`src/rtl/err_irq_pkg.sv`:
```
`timescale 1ns/1ps
// Package: shared widths and register offsets of the error interrupt bank.
// Assumes 16-bit APB data and address; the channel page sits in paddr[15:8].
package err_irq_pkg;
    localparam int REG_W  = 16;
    localparam int ADDR_W = 16;

    localparam logic [7:0] OFF_CTRL     = 8'h00;
    localparam logic [7:0] OFF_STAT     = 8'h02;
    localparam logic [7:0] OFF_VALID    = 8'h04;
    localparam logic [7:0] OFF_CNT_BASE = 8'h10;

    // Byte offset of the counter register of condition idx
    function automatic logic [7:0] cnt_offset(input int idx);
        return OFF_CNT_BASE + 8'(2 * idx);
    endfunction
endpackage

```
`src/rtl/err_cond_cell.sv`:
```
`timescale 1ns/1ps
// Module: one error condition record, made of a sticky valid flag and a saturating counter.
// Assumes evt is a synchronous pulse. An event wins over a clear in the same cycle.
module err_cond_cell #(
    parameter int CNT_W = 16
) (
    input  logic             clk,
    input  logic             rst_n,
    input  logic             evt,
    input  logic             clr_valid,
    input  logic             clr_cnt,
    output logic             valid,
    output logic [CNT_W-1:0] cnt,
    output logic             active
);
    localparam logic [CNT_W-1:0] CNT_MAX = '1;
    localparam logic [CNT_W-1:0] CNT_ONE = {{(CNT_W-1){1'b0}}, 1'b1};

    // Sticky flag: set by event, cleared by write-one, event has priority
    always_ff @(posedge clk) begin
        if (!rst_n)
            valid <= 1'b0;
        else if (evt)
            valid <= 1'b1;
        else if (clr_valid)
            valid <= 1'b0;
    end

    // Saturating event counter with clear, event has priority over clear
    always_ff @(posedge clk) begin
        if (!rst_n)
            cnt <= '0;
        else if (evt) begin
            if (clr_cnt)
                cnt <= CNT_ONE;
            else if (cnt != CNT_MAX)
                cnt <= cnt + CNT_ONE;
        end else if (clr_cnt)
            cnt <= '0;
    end

    // Record contributes while either half is nonzero
    always_comb active = valid | (cnt != '0);
endmodule

```
`src/rtl/err_chan.sv`:
```
`timescale 1ns/1ps
// Module: register page and interrupt for one pseudo channel.
// Decodes its own page (addr[15:8] == PAGE) and returns zero read data outside it.
// Assumes wr_stb is a single-cycle APB write strobe and NCOND+1 <= REG_W.
module err_chan
    import err_irq_pkg::*;
#(
    parameter int         NCOND = 11,
    parameter int         CNT_W = 16,
    parameter logic [7:0] PAGE  = 8'h01
) (
    input  logic                   clk,
    input  logic                   rst_n,
    input  logic                   wr_stb,
    input  logic [ADDR_W-1:0]      addr,
    input  logic [REG_W-1:0]       wdata,
    input  logic [NCOND-1:0]       evt,
    output logic [REG_W-1:0]       rdata,
    output logic                   irq,
    output logic                   en,
    output logic [NCOND-1:0]       valid,
    output logic [NCOND*CNT_W-1:0] cnt_flat,
    output logic [NCOND-1:0]       clr_valid,
    output logic [NCOND-1:0]       clr_cnt
);
    localparam logic [NCOND:0] CTRL_RST = {{NCOND{1'b1}}, 1'b0};

    logic             page_hit;
    logic [7:0]       off;
    logic [NCOND:0]   ctrl_q;
    logic [NCOND-1:0] mask;
    logic [NCOND-1:0] active;
    logic [CNT_W-1:0] cnt_arr [NCOND];
    logic             irq_q;

    // Page and offset split of the incoming address
    always_comb begin
        page_hit = (addr[15:8] == PAGE);
        off      = addr[7:0];
    end

    // Control register: enable in bit 0, masks above it
    always_ff @(posedge clk) begin
        if (!rst_n)
            ctrl_q <= CTRL_RST;
        else if (wr_stb && page_hit && off == OFF_CTRL)
            ctrl_q <= wdata[NCOND:0];
    end

    // Field split of the control register
    always_comb begin
        en   = ctrl_q[0];
        mask = ctrl_q[NCOND:1];
    end

    // Write-one-to-clear strobes for the valid flags
    always_comb begin
        if (wr_stb && page_hit && off == OFF_VALID)
            clr_valid = wdata[NCOND-1:0];
        else
            clr_valid = '0;
    end

    genvar k;
    generate
        for (k = 0; k < NCOND; k++) begin : g_cond
            // Counter clear strobe for condition k
            always_comb clr_cnt[k] = wr_stb && page_hit && (off == cnt_offset(k));

            err_cond_cell #(.CNT_W(CNT_W)) u_cell (
                .clk       (clk),
                .rst_n     (rst_n),
                .evt       (evt[k]),
                .clr_valid (clr_valid[k]),
                .clr_cnt   (clr_cnt[k]),
                .valid     (valid[k]),
                .cnt       (cnt_arr[k]),
                .active    (active[k])
            );

            // Flattened counter view
            always_comb cnt_flat[k*CNT_W +: CNT_W] = cnt_arr[k];
        end
    endgenerate

    // Registered interrupt from enabled, unmasked, active records
    always_ff @(posedge clk) begin
        if (!rst_n)
            irq_q <= 1'b0;
        else
            irq_q <= en & (|(active & ~mask));
    end

    always_comb irq = irq_q;

    // Read mux of the page; unmapped offsets return zero
    always_comb begin
        rdata = '0;
        if (page_hit) begin
            if (off == OFF_CTRL)
                rdata = REG_W'(ctrl_q);
            else if (off == OFF_STAT)
                rdata = REG_W'(irq_q);
            else if (off == OFF_VALID)
                rdata = REG_W'(valid);
            else begin
                for (int i = 0; i < NCOND; i++)
                    if (off == cnt_offset(i))
                        rdata = REG_W'(cnt_arr[i]);
            end
        end
    end
endmodule

```
`src/rtl/err_irq_bank.sv`:
```
`timescale 1ns/1ps
// Module: top of the error interrupt bank, with an APB slave and NUM_CH channel pages.
// Channel c answers on page c+1. Accesses take no wait states and never return an error.
// Assumes err_evt is synchronous to pclk.
module err_irq_bank
    import err_irq_pkg::*;
#(
    parameter int NUM_CH   = 2,
    parameter int NUM_COND = 11,
    parameter int CNT_W    = 16
) (
    input  logic                         pclk,
    input  logic                         presetn,
    input  logic                         psel,
    input  logic                         penable,
    input  logic                         pwrite,
    input  logic [15:0]                  paddr,
    input  logic [15:0]                  pwdata,
    output logic [15:0]                  prdata,
    output logic                         pready,
    output logic                         pslverr,
    input  logic [NUM_CH*NUM_COND-1:0]   err_evt,
    output logic [NUM_CH-1:0]            irq
);
    localparam int NFLAT = NUM_CH * NUM_COND;

    logic                   wr_stb;
    logic [REG_W-1:0]       ch_rdata [NUM_CH];
    logic [NUM_CH-1:0]      chan_en;
    logic [NFLAT-1:0]       valid_all;
    logic [NFLAT-1:0]       clr_valid_all;
    logic [NFLAT-1:0]       clr_cnt_all;
    logic [NFLAT*CNT_W-1:0] cnt_all;

    // APB write strobe in the access phase
    always_comb wr_stb = psel & penable & pwrite;

    genvar c;
    generate
        for (c = 0; c < NUM_CH; c++) begin : g_ch
            err_chan #(
                .NCOND (NUM_COND),
                .CNT_W (CNT_W),
                .PAGE  (8'(c + 1))
            ) u_chan (
                .clk       (pclk),
                .rst_n     (presetn),
                .wr_stb    (wr_stb),
                .addr      (paddr),
                .wdata     (pwdata),
                .evt       (err_evt[c*NUM_COND +: NUM_COND]),
                .rdata     (ch_rdata[c]),
                .irq       (irq[c]),
                .en        (chan_en[c]),
                .valid     (valid_all[c*NUM_COND +: NUM_COND]),
                .cnt_flat  (cnt_all[c*NUM_COND*CNT_W +: NUM_COND*CNT_W]),
                .clr_valid (clr_valid_all[c*NUM_COND +: NUM_COND]),
                .clr_cnt   (clr_cnt_all[c*NUM_COND +: NUM_COND])
            );
        end
    endgenerate

    // Merge the page read data; only reads drive non-zero data
    always_comb begin
        prdata = '0;
        if (psel && !pwrite)
            for (int i = 0; i < NUM_CH; i++)
                prdata = prdata | ch_rdata[i];
    end

    // Zero-wait, error-free responder
    always_comb begin
        pready  = 1'b1;
        pslverr = 1'b0;
    end
endmodule

```
`config.mk`:
```
export PLATFORM = sky130hd
export DESIGN_NAME = err_irq_bank
export DESIGN_NICKNAME = d
export VERILOG_FILES = /design/src/rtl/err_irq_pkg.sv /design/src/rtl/err_cond_cell.sv /design/src/rtl/err_chan.sv /design/src/rtl/err_irq_bank.sv
export SDC_FILE = /design/constraint.sdc
export NUM_CORES = 1
export LEC_CHECK = 0
export CAP_MARGIN = 20
export CORE_ASPECT_RATIO = 1.1
export CORE_MARGIN = 10
export CORE_UTILIZATION = 35
export CTS_CLUSTER_DIAMETER = 200
export DETAILED_ROUTE_END_ITERATION = 10
export PLACE_DENSITY = 0.55
export SYNTH_ARGS = -nofsm -noshare
export SYNTH_HDL_FRONTEND = slang
export SYNTH_HIERARCHICAL = 1
export SYNTH_SLANG_ARGS = --single-unit
```
`constraint.sdc`:
```
create_clock -name pclk -period 3.4 [get_ports pclk]
set_input_delay 0.68 -clock pclk [delete_from_list [all_inputs] [get_ports pclk]]
set_output_delay 0.68 -clock pclk [all_outputs]
set_load 0.05 [all_outputs]
```
==> summary.txt, run 1 <==
Route
  – WL final: 109 mm
  – DRC viols: 0
  – Drt wl/cell: 21.8 um
  – Vias: 30764
  – 1st-iter DRT viols: 2801
  – Drt pass-1 iters: 7
  – Vias per cell: 6.16
  – Final ANT Viol Nets: 0

STA
  – Maximum operating frequency: 260 MHz
  – Hold WS: 491 ps
  – Tmin final: 3840 ps
  – Final setup margin: -442 ps
  – Endpoints failing hold: 0
  – Final Cycle Share: 113%
  – Final Setup Violations: 16
  – Max_slew headroom: 43.3%
  – Final Skew: 21.9 ps
  – RSZ-0062 raised after global routing: true
  – Final slew viol count: 0
  – Worst slew pin tran: 843 ps

Synth
  – Area contributors post-synth: dfxtp_1 29%, a21oi_1 5.8%, o21ai_0 4.2%, o31ai_1 3.8%, nand2_1 3.7%
  – EDFF count, synth: 0
  – Synth Area in Adders: 2.00%
  – XOR/XNOR Fraction of Synth Area: 0.287%
  – Yosys top cell by area: dfxtp_1
  – Synthesized cell area: 27500 um^2
  – Top cell type's share of synthesized area: 29.1%
  – Post-Syn Instances: 3563
  – Avg Cell Area, Syn: 7.72 um^2
  – Compound-Gate Fraction of Synth Area: 25.5%
  – Main synth FF type: dfxtp_1
  – Synth warn: 6
  – Post-synthesis mux area share: 1.74%
  – Post-synthesis simple-gate area fraction: 35.3%
  – Share of the yosys chip area belonging to registers: 29.1%
  – Largest family of logic cells by synthesized area: simple AND/OR/NAND/NOR gates
  – Yosys cell types: 83
  – Async SR Flop Fraction: 0%
  – Syn_nets: 3666
  – Synth Register Bits: 400

Pwr
  – Maximum vdd drop: 0.380 mV
  – Switching Power: 0.00312 W
  – Comb pwr share: 9.6%
  – PwrDens: 345 nW/um^2
  – Clk pwr share: 49.7%
  – Leak: 11.8 nW
  – Net Sw Frac: 26.1%
  – Internal power: 0.00884 W
  – Reg power frac: 40.7%

Floorplanning
  – # IOs: 79
  – Die Span Y: 314 um
  – Starting Density: 35.4%
  – Die area: 90200 um^2
  – Die W: 287 um
  – Core ar.: 77600 um^2
  – Row count: 107

CTS
  – TritonCTS Buffers: 51
  – Worst skew pair latency: 620 ps
  – Reg clk slew, reported paths: 60 ps
  – TritonCTS clock tree: yes
  – Root Driver: clkbuf_16
  – Clk buf depth: 3
  – # hold bufs at CTS: 0
  – # H-tree levels: 2
  – # clock sinks: 400

Global routing
  – Gr usage total: 23.1%
  – Number of global-route vias before repair: 28255
  – Pin count of the biggest net entering global routing: 54
  – Initial antenna violation count: 5
  – First-pass GRT wire length: 168 mm
  – Total grt overflow: 0

Cells and area
  – Commonest non-fill, non-tap cell in the layout: dfxtp_1
  – Ratio of cells with drive above 1 in the final layout: 20.1%
  – Final nets: 4018
  – Final std cells w/o fill: 4991
  – Commonest non-fill, non-tap cells in the layout: 399 x dfxtp_1, 379 x buf_4, 312 x a21oi_1
  – Area growth, synth to finish: 25.9%
  – Fin area: 34600 um^2

Worst setup path
  – CP peak stage delay: 620 ps
  – CP Max Fanout: 4
  – Worst endpoint required time: 2720 ps
  – CP Capture Type: output port
  – CP arrival: 3160 ps
  – CP max stage cell: or4b_4
  – Crit start category: input pin
  – Worst setup path class: in2out
  – Cell breakdown of the critical path: buf_8 -> buf_6 -> or4b_4 -> buf_12 -> nor3b_4 -> o211ai_1 -> o211ai_1 -> a221oi_2 -> o221ai_2 -> nor2_1 -> nor2_2 -> buf_12

Place
  – Routability cong.: 0.990
  – Area of placed instances: 31900 um^2
  – Pre-CTS WS: -899 ps
  – IO Port Bufs: 72
  – # placed instances: 4872
  – DP HPWL: 82.8 mm

Run
  – # Max-Cap Violations: 0

Run status
  – Outcome: complete, but fails checks
  – Violated checks: negative setup slack

Worst hold path
  – HP Class: reg2reg
cell usage after synthesis (15+ instances only):
cell / instances
a21boi_0: 22
a21oi_1: 318
a221oi_1: 18
a22o_1: 16
a22oi_1: 24
a31oi_1: 53
and2_1: 28
and3_1: 56
and4_1: 40
and4_2: 22
and4_4: 27
buf_2: 60
clkbuf_1: 106
dfxtp_1: 400
ha_1: 44
inv_1: 150
mux2i_1: 41
nand2_1: 272
nand2b_1: 93
nand3_1: 189
nand4_1: 157
nor2_1: 144
nor2b_1: 42
nor3_1: 72
nor4_1: 111
nor4b_1: 39
o211a_1: 26
o211ai_1: 57
o21a_1: 29
o21ai_0: 229
o221ai_1: 18
o22ai_1: 40
o31ai_1: 139
o41ai_1: 15
or3_1: 66
or3_2: 18
or4_1: 135
flip-flops by register name (all words and copies together), names as in the netlist:
signal                           count
g_ch.u_chan/irq                      2
g_ch.u_chan/g_cond.u_cell/cnt      352
g_ch.u_chan/g_cond.u_cell/valid     22
g_ch.u_chan/ctrl_q                  24
worst paths after layout:
kind                                                   to  slack, ps  cells after the start                                   start
hold / removal                   g_ch[1].u_chan/ctrl_q[4]        490                      2                g_ch[1].u_chan/ctrl_q[4]
hold reg to reg                  g_ch[1].u_chan/ctrl_q[4]        490                      2                g_ch[1].u_chan/ctrl_q[4]
setup / recovery                                prdata[0]       -440                     12                                paddr[5]
setup reg to reg  g_ch[0].u_chan/g_cond[7].u_cell/cnt[11]       1020                      5  g_ch[0].u_chan/g_cond[7].u_cell/cnt[0]
cell families (layout without fill, tap and decap cells):
| family | after synthesis | in the layout |
|---|---|---|
| AND/OR/NAND/NOR | 1596 | 1596 |
| AO/OA/AOI/OAI | 1099 | 1099 |
| flip-flops | 400 | 400 |
| buffers and inverters | 368 | 760 |
| multiplexers | 45 | 45 |
| adder cells (fa/ha/maj) | 44 | 44 |
| XOR/XNOR | 9 | 9 |
| other | 2 | 3 |
critical path: cells and delay by family:
family / cells / cell delay [ps]
and+or+nand+nor: 4 / 1190
AOI/OAI and AO/OA: 4 / 700
buffers and inverters: 4 / 580
layer usage:
metal | GRT usage [%] | wire (um)
met5 | 0 | 23
met4 | 10.0 | 4670
met3 | 3.25 | 6840
met2 | 37.9 | 50600
met1 | 29.8 | 46800
final cells by class:
cell class,count,area (um^2)
diodes,1,2.50
clock buffers,68,1450
clock inverters,25,380
fillers,7917,43000
inverters,163,612
multi-input cells,2795,18400
flip-flops and latches,400,8010
well taps,1035,1290
repair buffers,504,4500
stage by stage:
stage          util (%)  TNS (ps)  total power [W]
2_1_floorplan         -         0          0.00545
3_3_place_gp       41.1    -14870          0.00604
3_5_place_dp       41.1    -14500          0.00604
4_1_cts            44.2     -5420           0.0120
5_1_grt            44.6     -6790           0.0123
6_report           44.6     -5920           0.0120
timing repair:
action	4_1_cts	5_1_grt
gates resized for setup	109	71
pin swaps	52	43
setup buffers	23	5
endpoints found under the setup margin	16	16
hold endpoints to repair	0	0
power groups by stage:
stage / clock [W] / combinational, W / sequential (W)
finish: 0.00594 / 0.00115 / 0.00486
global route: 0.00625 / 0.00123 / 0.00487
CTS: 0.00606 / 0.00111 / 0.00486
detailed placement: 0 / 0.00107 / 0.00497
global placement: 0 / 0.00107 / 0.00496
floorplan: 0 / 0.000536 / 0.00491
No activity file was read; power rests on OpenSTA's default activity.
==> inputs of run 2 (changes only) <==
==> constraint.sdc (replaced) <==
create_clock -name pclk -period 4.4 [get_ports pclk]
set_input_delay 0.88 -clock pclk [delete_from_list [all_inputs] [get_ports pclk]]
set_output_delay 0.88 -clock pclk [all_outputs]
set_load 0.05 [all_outputs]
==> summary.txt, run 2 (same netlist as run 1, synthesis figures left out) <==
Run status
  – Outcome: finished clean

Route
  – DRC viols: 0 (unchanged)
  – WL final: 106 mm (-2.7%)
  – Final ANT Viol Nets: 0 (unchanged)
  – Drt pass-1 iters: 6 (-1)
  – Drt wl/cell: 22.1 um (+0.94%)
  – 1st-iter DRT viols: 2968 (+6.0%)
  – Vias: 30076 (-2.2%)
  – Vias per cell: 6.25 (+1.4%)

Floorplanning
  – Core ar.: 77600 um^2 (unchanged)
  – Starting Density: 35.4% (unchanged)
  – Die area: 90200 um^2 (unchanged)
  – # IOs: 79 (unchanged)
  – Die Span Y: 314 um (unchanged)
  – Row count: 107 (unchanged)
  – Die W: 287 um (unchanged)

STA
  – Total negative slack: 0 ps (+5920 ps)
  – RSZ-0062 raised after global routing: true
  – Tmin final: 4380 ps
  – Final Setup Violations: 0 (-16)
  – Final Skew: 14.0 ps (-7.87 ps)
  – Max_slew headroom: 35.7% (-7.6 points)
  – Worst slew pin tran: 965 ps (+122 ps)
  – Final Cycle Share: 99.5%
  – Hold WS: 483 ps (-7.37 ps)
  – Final setup margin: 22.7 ps (+465 ps)
  – Endpoints failing hold: 0 (unchanged)
  – Maximum operating frequency: 228 MHz
  – Final slew viol count: 0 (unchanged)

CTS
  – # clock sinks: 400 (unchanged)
  – Root Driver: clkbuf_16
  – TritonCTS clock tree: yes
  – Reg clk slew, reported paths: 60 ps (about the same)
  – Worst skew pair latency: 610 ps (about the same)
  – Clk buf depth: 3 (unchanged)
  – # H-tree levels: 2 (unchanged)
  – # hold bufs at CTS: 0 (unchanged)
  – TritonCTS Buffers: 50 (-2.0%)

Global routing
  – Met1 Use GR: 28.6% (-1.3 points)
  – Number of global-route vias before repair: 27517 (-2.6%)
  – Initial antenna violation count: 6 (+1)
  – Pin count of the biggest net entering global routing: 72 (+33%)
  – Grt met3 use: 3.12% (-0.12 points)
  – Busiest layer in global routing: met2
  – Met2 Use GR: 36.4% (-1.5 points)
  – Gr usage total: 22.4% (-0.71 points)
  – Total grt overflow: 0 (unchanged)
  – First-pass GRT wire length: 163 mm (-3.1%)

Cells and area
  – Commonest non-fill, non-tap cell in the layout: dfxtp_1
  – Layout fillers: 8014 (+1.2%)
  – Ratio of cells with drive above 1 in the final layout: 14.8% (-5.4 points)
  – Flip-flop count of the largest register after layout: 352 (unchanged)
  – Register area: 8010 um^2 (about the same)
  – Area of the multi-input gates: 18000 um^2 (-1.8%)
  – Biggest registers after layout: g_ch.u_chan/g_cond.u_cell/cnt x352, g_ch.u_chan/ctrl_q x24, g_ch.u_chan/g_cond.u_cell/valid x22
  – Largest reg by FF count: g_ch.u_chan/g_cond.u_cell/cnt
  – Area growth, synth to finish: 18.5%
  – Final nets: 3837 (-4.5%)
  – Commonest non-fill, non-tap cells in the layout: 400 x dfxtp_1, 315 x a21oi_1, 270 x nand2_1
  – Fin area: 32600 um^2 (-5.9%)

Place
  – Area of placed instances: 30500 um^2 (-4.5%)
  – Pre-CTS WS: -340 ps (+559 ps)
  – Routability cong.: 0.971 (-1.9%)
  – IO Port Bufs: 72 (unchanged)
  – DP HPWL: 79.5 mm (-3.9%)

Worst setup path
  – Worst path most repeated cell: nor2_2
  – Cell breakdown of the critical path: clkdlybuf4s15_2 -> buf_8 -> or4b_1 -> nor2_2 -> buf_4 -> buf_4 -> a21oi_1 -> and3_1 -> o32ai_4 -> nor2_2 -> nor2_2 -> buf_12
  – Delay-heaviest family, CP: simple AND/OR/NAND/NOR gates
  – Buffers & Inverters on Critical Path: 5 (+1)
  – CP arrival: 3500 ps (+340 ps)
  – Worst setup path class: in2out
  – CP Capture Type: output port
  – Worst endpoint required time: 3520 ps (+800 ps)
  – CP max stage cell: or4b_1
  – CP Max Fanout: 10 (+6)
  – CP peak stage delay: 630 ps (about the same)
  – Crit start category: input pin

Worst hold path
  – HP Class: reg2reg

Pwr
  – Design Power: 0.00886 W (-26%)
  – Switching Power: 0.00229 W (-27%)
  – Comb pwr share: 8.5% (-1.1 points)
  – Internal power: 0.00657 W (-26%)
  – PwrDens: 272 nW/um^2 (-21%)
  – Clk pwr share: 49.1% (-0.6 points)
  – Leak: 10.7 nW (-9.5%)
  – Maximum vdd drop: 0.289 mV (-24%)
  – Net Sw Frac: 25.8% (-0.26 points)
  – Reg power frac: 42.4% (+1.7 points)

Run
  – # Max-Cap Violations: 0 (unchanged)
run 2: cell types whose count changed in the layout (fill, tap and decap cells not counted), sizes merged:
cell,delta
inv,-5
clkdlybuf4s15,+3
diode,+3
clkinvlp,-1
bufinv,-5
buf,-183
clkbuf,+10
run 2: metal layers:
layer  part of all wire [%]  vias up
met5                  0.010        -
met4                    5.2        2
met3                    6.3      284
met2                     46     1100
met1                     43    14459
li1                       -    14231
run 2: final cells by class:
class,count,area share [%]
clock buffers,78,4.85
clock inverters,14,0.480
inverters,163,1.88
repair buffers,324,8.81
diodes,4,0.0307
multi-input cells,2795,55.4
well taps,1035,3.97
flip-flops and latches,400,24.6
run 2: worst paths after layout:
kind	to	cells past startpoint	slack (ps)	from
hold reg to reg	g_ch[1].u_chan/irq	2	480	g_ch[1].u_chan/ctrl_q[0]
setup reg to reg	g_ch[0].u_chan/g_cond[5].u_cell/cnt[13]	5	2010	g_ch[0].u_chan/g_cond[5].u_cell/cnt[1]
hold / removal	g_ch[1].u_chan/irq	2	480	g_ch[1].u_chan/ctrl_q[0]
setup / recovery	prdata[7]	12	20	paddr[4]
run 2: metrics by stage:
stage	utilization [%]	std cells
4_1_cts	41.7	4805
3_5_place_dp	39.3	4707
5_1_grt	42.0	4811
6_report	42.0	4813
3_3_place_gp	39.3	4707
2_1_floorplan	-	3563
run 2: power groups by stage:
stage	clock, W	combinational [W]	sequential [W]
floorplan	0	0.000413	0.00379
finish	0.00435	0.000753	0.00376
CTS	0.00445	0.000728	0.00375
detailed placement	0	0.000719	0.00383
global route	0.00459	0.000812	0.00376
global placement	0	0.000719	0.00383
run 2: what timing repair did:
item / CTS / global route
setup buffers: 6 / 4
gates cloned: 0 / 0
endpoints found under the hold margin: 0 / 0
setup endpoints to repair: 16 / 15
pin swaps: 14 / 21
resized for setup: 33 / 42
run 2: tightest hold or removal path, delay by kind of cell (launching register included):
family          cells  cell delay [ps]
compound gates      1               30
flops               1              340
simple gates        1               70
